### config.mk
export PLATFORM = sky130hd
export DESIGN_NAME = gpio_irq_ctrl
export DESIGN_NICKNAME = d
export VERILOG_FILES = /design/src/rtl/gpio_irq_pkg.sv /design/src/rtl/gpio_irq_sync.sv /design/src/rtl/gpio_irq_detect.sv /design/src/rtl/gpio_irq_regs.sv /design/src/rtl/gpio_irq_ctrl.sv
export SDC_FILE = /design/constraint.sdc
export NUM_CORES = 1
export LEC_CHECK = 0
export ABC_CLOCK_PERIOD_IN_PS = 2400
export BUFFER_PORTS_ARGS = -buffer_cell sky130_fd_sc_hd__buf_2
export CAP_MARGIN = 20
export CORE_MARGIN = 1.5
export CORE_UTILIZATION = 45
export DETAILED_ROUTE_END_ITERATION = 10
export PLACE_DENSITY = 0.72
export SLEW_MARGIN = 20
export SYNTH_ARGS = -nofsm -noshare
export SYNTH_HDL_FRONTEND = slang
export SYNTH_SLANG_ARGS = --single-unit
### constraint.sdc
create_clock -name clk -period 2.4 [get_ports clk]
set_input_delay 0.48 -clock clk [delete_from_list [all_inputs] [get_ports clk]]
set_output_delay 0.48 -clock clk [all_outputs]
set_load 0.01 [all_outputs]
### src/rtl/gpio_irq_pkg.sv
package gpio_irq_pkg;
  localparam int REG_AW = 4;

  typedef enum logic [REG_AW-1:0] {
    A_LEVEL  = 4'd0,
    A_POL    = 4'd1,
    A_ANY    = 4'd2,
    A_MSET   = 4'd3,
    A_MCLR   = 4'd4,
    A_STAT   = 4'd5,
    A_PIN    = 4'd6,
    A_BYPASS = 4'd7,
    A_DIR    = 4'd8,
    A_OE     = 4'd9
  } reg_addr_e;
endpackage

### src/rtl/gpio_irq_sync.sv
module gpio_irq_sync #(
  parameter int WIDTH  = 16,
  parameter int STAGES = 2
) (
  input  logic             clk,
  input  logic             rst,
  input  logic [WIDTH-1:0] d_i,
  output logic [WIDTH-1:0] q_o
);
  logic [WIDTH-1:0] stg [STAGES];

  always_ff @(posedge clk) begin
    if (rst) stg[0] <= '0;
    else     stg[0] <= d_i;
  end

  for (genvar s = 1; s < STAGES; s++) begin : g_stage
    always_ff @(posedge clk) begin
      if (rst) stg[s] <= '0;
      else     stg[s] <= stg[s-1];
    end
  end

  assign q_o = stg[STAGES-1];
endmodule

### src/rtl/gpio_irq_detect.sv
module gpio_irq_detect (
  input  logic clk,
  input  logic rst,
  input  logic pin_s,
  input  logic lvl_mode,
  input  logic pol,
  input  logic any_edge,
  input  logic clr,
  output logic pend_o,
  output logic status_o
);
  logic prev_q;
  logic rise, fall, hit, lvl_hit;

  always_ff @(posedge clk) begin
    if (rst) prev_q <= 1'b0;
    else     prev_q <= pin_s;
  end

  assign rise    = pin_s & ~prev_q;
  assign fall    = ~pin_s & prev_q;
  assign hit     = ~lvl_mode & (any_edge ? (rise | fall) : (pol ? rise : fall));
  assign lvl_hit = pol ? pin_s : ~pin_s;

  always_ff @(posedge clk) begin
    if (rst)      pend_o <= 1'b0;
    else if (hit) pend_o <= 1'b1;
    else if (clr) pend_o <= 1'b0;
  end

  assign status_o = lvl_mode ? lvl_hit : pend_o;
endmodule

### src/rtl/gpio_irq_regs.sv
module gpio_irq_regs
  import gpio_irq_pkg::*;
#(
  parameter int N_LINES = 16
) (
  input  logic               clk,
  input  logic               rst,
  input  logic               we,
  input  logic               re,
  input  logic [REG_AW-1:0]  addr,
  input  logic [N_LINES-1:0] wdata,
  input  logic [N_LINES-1:0] status,
  input  logic [N_LINES-1:0] pin_s,
  output logic [N_LINES-1:0] lvl_q,
  output logic [N_LINES-1:0] pol_q,
  output logic [N_LINES-1:0] any_q,
  output logic [N_LINES-1:0] mask_q,
  output logic [N_LINES-1:0] byp_q,
  output logic [N_LINES-1:0] dir_q,
  output logic [N_LINES-1:0] oe_q,
  output logic [N_LINES-1:0] stat_clr,
  output logic [N_LINES-1:0] rdata,
  output logic               rvalid
);
  logic [N_LINES-1:0] rd_mux;

  assign stat_clr = (we && addr == A_STAT) ? wdata : '0;

  always_ff @(posedge clk) begin
    if (rst) begin
      lvl_q  <= '0;
      pol_q  <= '0;
      any_q  <= '0;
      byp_q  <= '0;
      dir_q  <= '0;
      oe_q   <= '0;
      mask_q <= '1;
    end else if (we) begin
      case (addr)
        A_LEVEL:  lvl_q  <= wdata;
        A_POL:    pol_q  <= wdata;
        A_ANY:    any_q  <= wdata;
        A_MSET:   mask_q <= mask_q | wdata;
        A_MCLR:   mask_q <= mask_q & ~wdata;
        A_BYPASS: byp_q  <= wdata;
        A_DIR:    dir_q  <= wdata;
        A_OE:     oe_q   <= wdata;
        default:  ;
      endcase
    end
  end

  always_comb begin
    case (addr)
      A_LEVEL:        rd_mux = lvl_q;
      A_POL:          rd_mux = pol_q;
      A_ANY:          rd_mux = any_q;
      A_MSET, A_MCLR: rd_mux = mask_q;
      A_STAT:         rd_mux = status;
      A_PIN:          rd_mux = pin_s;
      A_BYPASS:       rd_mux = byp_q;
      A_DIR:          rd_mux = dir_q;
      A_OE:           rd_mux = oe_q;
      default:        rd_mux = '0;
    endcase
  end

  always_ff @(posedge clk) begin
    if (rst) begin
      rdata  <= '0;
      rvalid <= 1'b0;
    end else begin
      rvalid <= re;
      if (re) rdata <= rd_mux;
    end
  end
endmodule

### src/rtl/gpio_irq_ctrl.sv
module gpio_irq_ctrl
  import gpio_irq_pkg::*;
#(
  parameter int N_LINES     = 16,
  parameter int SYNC_STAGES = 2
) (
  input  logic               clk,
  input  logic               rst,
  input  logic [N_LINES-1:0] pin_i,
  input  logic               bus_we,
  input  logic               bus_re,
  input  logic [REG_AW-1:0]  bus_addr,
  input  logic [N_LINES-1:0] bus_wdata,
  output logic [N_LINES-1:0] bus_rdata,
  output logic               bus_rvalid,
  output logic               irq_o,
  output logic [N_LINES-1:0] cfg_bypass_o,
  output logic [N_LINES-1:0] cfg_dir_o,
  output logic [N_LINES-1:0] cfg_oe_o
);
  logic [N_LINES-1:0] pin_s;
  logic [N_LINES-1:0] lvl_q, pol_q, any_q, mask_q, stat_clr;
  logic [N_LINES-1:0] pend_w, status_w;

  gpio_irq_sync #(.WIDTH(N_LINES), .STAGES(SYNC_STAGES)) u_sync (
    .clk (clk),
    .rst (rst),
    .d_i (pin_i),
    .q_o (pin_s)
  );

  gpio_irq_regs #(.N_LINES(N_LINES)) u_regs (
    .clk      (clk),
    .rst      (rst),
    .we       (bus_we),
    .re       (bus_re),
    .addr     (bus_addr),
    .wdata    (bus_wdata),
    .status   (status_w),
    .pin_s    (pin_s),
    .lvl_q    (lvl_q),
    .pol_q    (pol_q),
    .any_q    (any_q),
    .mask_q   (mask_q),
    .byp_q    (cfg_bypass_o),
    .dir_q    (cfg_dir_o),
    .oe_q     (cfg_oe_o),
    .stat_clr (stat_clr),
    .rdata    (bus_rdata),
    .rvalid   (bus_rvalid)
  );

  for (genvar i = 0; i < N_LINES; i++) begin : g_line
    gpio_irq_detect u_det (
      .clk      (clk),
      .rst      (rst),
      .pin_s    (pin_s[i]),
      .lvl_mode (lvl_q[i]),
      .pol      (pol_q[i]),
      .any_edge (any_q[i]),
      .clr      (stat_clr[i]),
      .pend_o   (pend_w[i]),
      .status_o (status_w[i])
    );
  end

  always_ff @(posedge clk) begin
    if (rst) irq_o <= 1'b0;
    else     irq_o <= |(status_w & ~mask_q);
  end
endmodule

==> results of run 1 <==
cells in the mapped netlist (13+ instances only):
master / n / share of area
dfxtp_1: 194 / 0.43
nand2_1: 129 / 0.054
nor2_1: 114 / 0.048
mux2i_1: 83 / 0.092
a21oi_1: 63 / 0.035
nor2b_1: 56 / 0.039
clkbuf_1: 48 / 0.020
a211oi_1: 38 / 0.032
inv_1: 34 / 0.014
ha_1: 32 / 0.045
a221o_1: 21 / 0.023
a22oi_1: 20 / 0.017
buf_2: 19 / 0.011
o21ai_0: 17 / 0.0095
xnor2_1: 16 / 0.016
mux2_2: 14 / 0.018
nand2b_1: 14 / 0.0097
o22ai_1: 13 / 0.0090
final cells by class:
class	count	area share
clock buffer	21	0.0434
sequential	194	0.366
multi-input combinational	710	0.440
tap	265	0.0313
timing repair buffer	160	0.0927
clock inverter	10	0.0139
inverter	34	0.0120
through the flow:
stage / setup TNS (ps) / std cells / setup slack (ps) / power, mW / utilization
after floorplan: 0 / 1012 / 281 / 3.76 / -
after global placement: -232 / 1363 / -232 / 3.99 / 0.512
after detailed placement: -228 / 1363 / -228 / 3.99 / 0.512
after CTS: 0 / 1394 / 250 / 6.94 / 0.543
after global routing: 0 / 1394 / 40.3 / 7.13 / 0.543
final: 0 / 1394 / 18.1 / 6.92 / 0.543
worst paths after layout:
| kind | from | endpoint | slack, ps | cells after the start |
|---|---|---|---|---|
| hold reg to reg | u_sync.stg[0][1] | u_sync.stg[1][1] | 430 | 1 |
| hold / removal | pin_i[0] | u_sync.stg[0][0] | 230 | 2 |
| setup / recovery | bus_addr[3] | u_regs.rdata[15] | 20 | 6 |
| setup reg to reg | u_regs.pol_q[15] | u_regs.rdata[15] | 180 | 5 |
worst max-delay path, stage by stage:
cell and delay (ps):
buf_2 360, mux2_2 390, a22oi_1 180, o21ai_0 100, a2111oi_0 1000, o21ai_0 160
cell families (layout without fill, tap and decap cells):
logic type / after synthesis / in the layout / synth area share
fa+ha+maj: 32 / 32 / 0.0445
buf+inv: 108 / 225 / 0.0490
mux: 97 / 97 / 0.110
flops: 194 / 194 / 0.432
compound gates: 206 / 206 / 0.160
simple gates: 359 / 359 / 0.189
xor+xnor: 16 / 16 / 0.0156
report_power, final:
| group | switching, mW | total, mW | internal (mW) |
|---|---|---|---|
| logic | 0.342 | 0.560 | 0.218 |
| registers | 0.0731 | 3.37 | 3.30 |
| clock network | 1.29 | 2.99 | 1.70 |
layer usage:
| layer | routed length [microns] | share of wire | GRT usage |
|---|---|---|---|
| met1 | 12400 | 0.44 | 0.387 |
| met2 | 12300 | 0.44 | 0.420 |
| met3 | 2460 | 0.088 | 0.0503 |
| met4 | 816 | 0.029 | 0.103 |
| met5 | 0 | 0 | 0 |
registers in the layout (all words and copies together), names as in the netlist, named ones only:
signal               cells
u_regs.any_q            16
u_sync.stg              32
u_regs.rvalid            1
irq_o                    1
u_regs.dir_q            16
u_regs.byp_q            16
u_regs.lvl_q            16
g_line.u_det.prev_q     16
g_line.u_det.pend_o     16
u_regs.oe_q             16
u_regs.rdata            16
u_regs.pol_q            16
==> flow_summary.toml, run 1 <==
[status]
status = "completed"

[floorplan]
die_h_microns = 144
dieArea_sq_um = 20800
core-area_sq_um = 19500
die_x_microns = 144
initial_core_util = 0.460
ioPinCount = 106
rows = 51

[setup_path]
worstPathRequired_ps = 2700
arrival_ps = 2680
critPathKind = "in2reg"
crit_fanout = 12
startpoint_type = "input port"
end_kind = "flop"

[pwr]
peakVddDrop_uv = 472
power_density_nw_per_um2 = 653
p_leak_nw = 4.47

[logic_synthesis]
synth_edf_count = 0
yosysSeqAreaShare = 0.432
synthArstFlopShare = 0
netlist_area_sq_um = 8990
synthCells = 1012
yosysUniqueCellTypes = 51
yosys_warnings = 0
synth.net_count = 1084
ys_ff_latch = 194
synth_flop_cell = "dfxtp_1"
avgSynthCellArea_sq_um = 8.88

[timing]
finalMaxSlewViolations = 0
clock_skew_ps = 13.1
final-hold-violation-count = 0
slew_headroom = 0.209
rsz0062_at_grt = "no"
fin_crit_ps = 2380
fin_crit_sh = 0.992
finalSetupViolCount = 0
fmax_ghz = 0.420
max_slew.worst_pin.slew_ps = 1160
holdWs_ps = 233

[routing]
drt_wl_total_microns = 28000
vias_per_cell = 5.75
dr.pass1.iters = 5
postRouteAntennaNets = 0
drc = 0
wire_per_inst_microns = 20.1
dr_total_vias = 8015
drt_iter0_drc = 916

[placed_design]
place_congestion = 0.993
place_area_sq_um = 9990
io_buffers = 105
dp_hpwl_microns = 20100

[global_routing]
grt_max_degree = 117
first_global_vias = 7183
track_usage = 0.276
antenna_found_initial = 0
grt_pass1_wl_microns = 42600
globalRoute.totalOverflow = 0

[finish]
finalInstanceArea_sq_um = 10600
fillCellCount = 1780
area_growth_pct = 17.9
seq_area_sq_um = 3880
drive_above_1_share = 0.187
multi_input_area_sq_um = 4670
final_common_cell = "dfxtp_1"
final_cell_mix = "194 x dfxtp_1, 129 x nand2_1, 114 x nor2_1"
n_antenna_cell = 0
fin_nets = 1189

[clock_tree]
post_cts_resized = 0
cts_buffers = 17
postCtsHoldBufs = 0
postCtsSetupRepairBufs = 0
cts_htree_levels = 4
clkLatencyLatePin_ps = 450
clkTransAtPathRegs_ps = 70
cts_buffer_depth = 2
clock-sinks = 194
cts_root_buf = "clkbuf_16"
cts_tree = "yes"

[hold_path]
worstHoldPathType = "in2reg"

[run]
drv_cap = 0
Power figures use the tool's default switching activity.
==> run 2: changes to the inputs <==
==> constraint.sdc (replaced) <==
create_clock -name clk -period 2.4 [get_ports clk]
set_input_delay 0.36 -clock clk [delete_from_list [all_inputs] [get_ports clk]]
set_output_delay 0.36 -clock clk [all_outputs]
set_load 0.01 [all_outputs]
==> flow_summary.toml, run 2 (synthesized netlist as in run 1, its figures left out) <==
[clock_tree]
cts_htree_levels = 4
cts_tree = "yes"
cts_root_buf = "clkbuf_16"
post_cts_resized = 0
cts_buffer_depth = 2
clkTransAtPathRegs_ps = 70
cts_buffers = 17
clock-sinks = 194
postCtsHoldBufs = 0
clkLatencyLatePin_ps = 440
postCtsSetupRepairBufs = 0

[setup_path]
crit_end = "u_regs.rdata[13]"
end_kind = "flop"
startpoint_type = "input port"
arrival_ps = 2150
critPathKind = "in2reg"
crit_start = "bus_addr[2]"
crit_fanout = 19
reg2regPathDepth = 5
rr_startpoint = "u_regs.lvl_q[10]"
rrSetupSlack_ps = 610
r2r_end = "irq_o"
worstPathRequired_ps = 2740

[routing]
dr_total_vias = 7940
drc = 0
postRouteAntennaNets = 0
drt_wl_total_microns = 28200
vias_per_cell = 5.72
drt_iter0_drc = 892
wire_per_inst_microns = 20.3
dr.pass1.iters = 6

[pwr]
p_sw_frac = 0.250
p_int_mw = 5.08
p_leak_nw = 4.43
comb_power_share = 0.081
p_seq_frac = 0.498
power_density_nw_per_um2 = 645
peakVddDrop_uv = 447
power.switching_mw = 1.69
clock_power_share = 0.421

[finish]
instances_no_fill = 1388
largest_register_ffs = 32
n_antenna_cell = 0
regMostFlops = "u_sync.stg"
fillCellCount = 1804
fin_nets = 1183
final_common_cell = "dfxtp_1"
area_growth_pct = 16.9
seq_area_sq_um = 3880
drive_above_1_share = 0.183
multi_input_area_sq_um = 4670
final_cell_mix = "194 x dfxtp_1, 129 x nand2_1, 114 x nor2_1"
final_util = 0.538

[floorplan]
initial_core_util = 0.460
ioPinCount = 106
dieArea_sq_um = 20800
die_x_microns = 144
die_h_microns = 144
core-area_sq_um = 19500
rows = 51

[global_routing]
grt_pass1_wl_microns = 42800
first_global_vias = 7300
antenna_found_initial = 0
track_usage = 0.277
grt_max_degree = 131
globalRoute.totalOverflow = 0

[timing]
max_slew.worst_pin.slew_ps = 612
tns_ps = 0
fin_crit_sh = 0.752
clock_skew_ps = 10.8
fin_crit_ps = 1800
slew_headroom = 0.591
rsz0062_at_grt = "no"
finalMaxSlewViolations = 0
final-hold-violation-count = 0
fmax_ghz = 0.554
finalSetupViolCount = 0

[status]
status = "completed"

[run]
drv_cap = 0

[placed_design]
place_congestion = 0.969
io_buffers = 105
dp.cells = 1357
dp_hpwl_microns = 20100

[hold_path]
worstHoldPathType = "in2reg"
## run 2: per-layer routing
metal | vias up | global-route usage | part of all wire
met2 | 401 | 0.424 | 0.44
li1 | 3718 | - | -
met1 | 3748 | 0.379 | 0.45
met5 | - | 0 | 0
met3 | 73 | 0.0550 | 0.078
met4 | 0 | 0.117 | 0.035
## run 2: metrics by stage
stage / hold slack, ps / setup slack (ps) / instance area, sq um / power (mW)
floorplan: 414 / 401 / 8990 / 3.76
global placement: 420 / 206 / 9930 / 3.97
detailed placement: 424 / 182 / 9930 / 3.98
CTS: 111 / 661 / 10500 / 6.80
global route: 120 / 459 / 10500 / 6.99
finish: 125 / 596 / 10500 / 6.77
## run 2: power groups by stage
stage / combinational, mW / sequential, mW / clock (mW)
2_1_floorplan: 0.338 / 3.42 / 0
3_3_place_gp: 0.531 / 3.44 / 0
3_5_place_dp: 0.538 / 3.44 / 0
4_1_cts: 0.543 / 3.37 / 2.89
5_1_grt: 0.594 / 3.38 / 3.02
6_report: 0.550 / 3.37 / 2.85
## run 2: worst max-delay path, stage by stage
cell and delay, ps:
buf_2 350, buf_4 240, and2_1 190, nor2b_1 450
a32o_1 210, a221oi_1 70, a221oi_1 260
## run 2: cell type report
class | instances | share of cell area
Timing Repair Buffer | 154 | 0.0880
Inverter | 34 | 0.0121
Sequential cell | 194 | 0.370
Tap cell | 265 | 0.0316
Clock buffer | 20 | 0.0425
Multi-Input combinational cell | 710 | 0.444
Clock inverter | 11 | 0.0120
## run 2: how the worst min path moves through the flow
stage,from,to,slack [ps],cells after the start
global route,pin_i[5],u_sync.stg[0][5],120,2
detailed placement,u_sync.stg[0][5],u_sync.stg[1][5],420,1
global placement,u_sync.stg[0][10],u_sync.stg[1][10],420,1
floorplan,u_sync.stg[0][0],u_sync.stg[1][0],410,1
finish,pin_i[5],u_sync.stg[0][5],130,2
CTS,pin_i[5],u_sync.stg[0][5],110,2
==> run 3: changes to the inputs <==
ABC_CLOCK_PERIOD_IN_PS = 1500   (was 2400)
PLACE_DENSITY = 0.75   (was 0.72)
clock period = 1.5 ns   (was 2.4 ns; I/O delays follow)
==> flow_summary.toml, run 3 (synthesized netlist as in run 1, its figures left out) <==
[setup_path]
critPathKind = "reg2reg"
crit_chain = "mux2_2 -> a22oi_2 -> o21ai_2 -> a2111oi_2 -> o21ai_1"
reg2regPathDepth = 5
startpoint_type = "flop"
end_kind = "flop"
rrSetupSlack_ps = -20
rr_startpoint = "u_regs.pol_q[15]"
crit_fanout = 3
worstPathRequired_ps = 1820
max_stage_delay_ps = 390
arrival_ps = 1840
critPathBufInv = 0
cp_slowest_cell = "a2111oi_2"
r2r_end = "u_regs.rdata[15]"
cp_top_family = "compound AO/OA/AOI/OAI gates"

[finish]
n_antenna_cell = 0
final_util = 0.598
instances_no_fill = 1494
drive_above_1_share = 0.274
regMostFlops = "u_sync.stg"
finalInstanceArea_sq_um = 11700
largest_register_ffs = 32
final_common_cell = "dfxtp_1"
fin_nets = 1288
final_cell_mix = "171 x dfxtp_1, 129 x nand2_1, 127 x buf_4"
area_growth_pct = 29.8

[hold_path]
hold_depth = 2
worstHoldPathType = "in2reg"
holdPathEnd = "u_sync.stg[0][10]"
hp-start = "pin_i[10]"

[pwr]
peakVddDrop_uv = 731
power.switching_mw = 2.75
p_seq_frac = 0.471
total_power_mw = 11.4
clock_power_share = 0.434
p_leak_nw = 5.06
p_sw_frac = 0.241
p_int_mw = 8.67
power_density_nw_per_um2 = 979
comb_power_share = 0.095

[floorplan]
initial_core_util = 0.460
die_x_microns = 144
rows = 51
dieArea_sq_um = 20800
ioPinCount = 106
core-area_sq_um = 19500
die_h_microns = 144

[timing]
rsz0062_at_grt = "yes"
fin_crit_ps = 1520
fin_ws_ps = -21.4
tns_ps = -21.4
finalSetupViolCount = 1
final-hold-violation-count = 0
finalMaxSlewViolations = 0
clock_skew_ps = 13.3
fmax_ghz = 0.657
slew_headroom = 0.621
max_slew.worst_pin.slew_ps = 568
fin_crit_sh = 1.01

[status]
violations = "negative setup slack"
status = "finished with violations"

[global_routing]
track_usage = 0.275
first_global_vias = 7460
grt_pass1_wl_microns = 42300
grt_max_degree = 41
antenna_found_initial = 1
globalRoute.totalOverflow = 0

[routing]
drc = 0
vias_per_cell = 5.57
wire_per_inst_microns = 19.0
dr_total_vias = 8320
postRouteAntennaNets = 0
drt_iter0_drc = 670
drt_wl_total_microns = 28400
dr.pass1.iters = 5

[placed_design]
place_congestion = 0.925
dp_hpwl_microns = 20700
io_buffers = 105
dp.cells = 1446
place_area_sq_um = 10700

[clock_tree]
cts_root_buf = "clkbuf_16"
cts_tree = "yes"
cts_buffer_depth = 2
clkLatencyLatePin_ps = 440
cts_buffers = 17
clkTransAtPathRegs_ps = 70
clock-sinks = 194
cts_htree_levels = 4

[run]
drv_cap = 0
==> run 3: through the flow <==
| stage | worst slack, ps | hold slack [ps] |
|---|---|---|
| floorplan | -227 | 353 |
| global placement | -399 | 422 |
| detailed placement | -409 | 422 |
| CTS | -92.3 | 3.34 |
| global route | -60.4 | 29.4 |
| finish | -21.4 | 7.35 |
==> run 3: final cells by class <==
| type | count | area, sq um |
|---|---|---|
| fillers | 1691 | 7850 |
| multi-input cells | 710 | 4790 |
| flip-flops and latches | 194 | 3920 |
| repair buffers | 259 | 1880 |
| clock buffers | 21 | 460 |
| well taps | 265 | 332 |
| clock inverters | 11 | 175 |
| inverters | 34 | 128 |
==> run 3: how the worst max path moves through the flow <==
stage | slack (ps) | from | cells past startpoint | end
finish | -20 | u_regs.pol_q[15] | 5 | u_regs.rdata[15]
floorplan | -230 | bus_addr[0] | 8 | flop
global route | -60 | u_regs.pol_q[15] | 5 | u_regs.rdata[15]
detailed placement | -410 | bus_addr[3] | 6 | u_regs.rdata[15]
CTS | -90 | g_line[12].u_det.pend_o | 6 | irq_o
global placement | -400 | bus_addr[3] | 6 | u_regs.rdata[15]
==> run 3: per-layer routing <==
| layer | GRT usage | part of all wire | up-vias |
|---|---|---|---|
| met1 | 0.379 | 0.45 | 3905 |
| met5 | 0 | 0.00035 | - |
| met2 | 0.410 | 0.42 | 402 |
| li1 | - | - | 3942 |
| met3 | 0.0550 | 0.085 | 69 |
| met4 | 0.131 | 0.039 | 2 |
==> run 3: repair_timing <==
action                                 4_1_cts  5_1_grt
buffers inserted                             1        0
resized for setup                           13       34
endpoints found under the hold margin       15        0
pin swaps                                    7        7
hold buffers                                15        0
setup endpoints to repair                    5       14
==> run 3: power by group through the flow <==
stage               registers [mW]  logic, mW  clock network (mW)
floorplan                     5.48      0.557                   0
global placement              5.49       1.01                   0
detailed placement            5.49       1.02                   0
CTS                           5.37       1.07                5.01
global route                  5.39       1.17                5.23
finish                        5.38       1.09                4.95
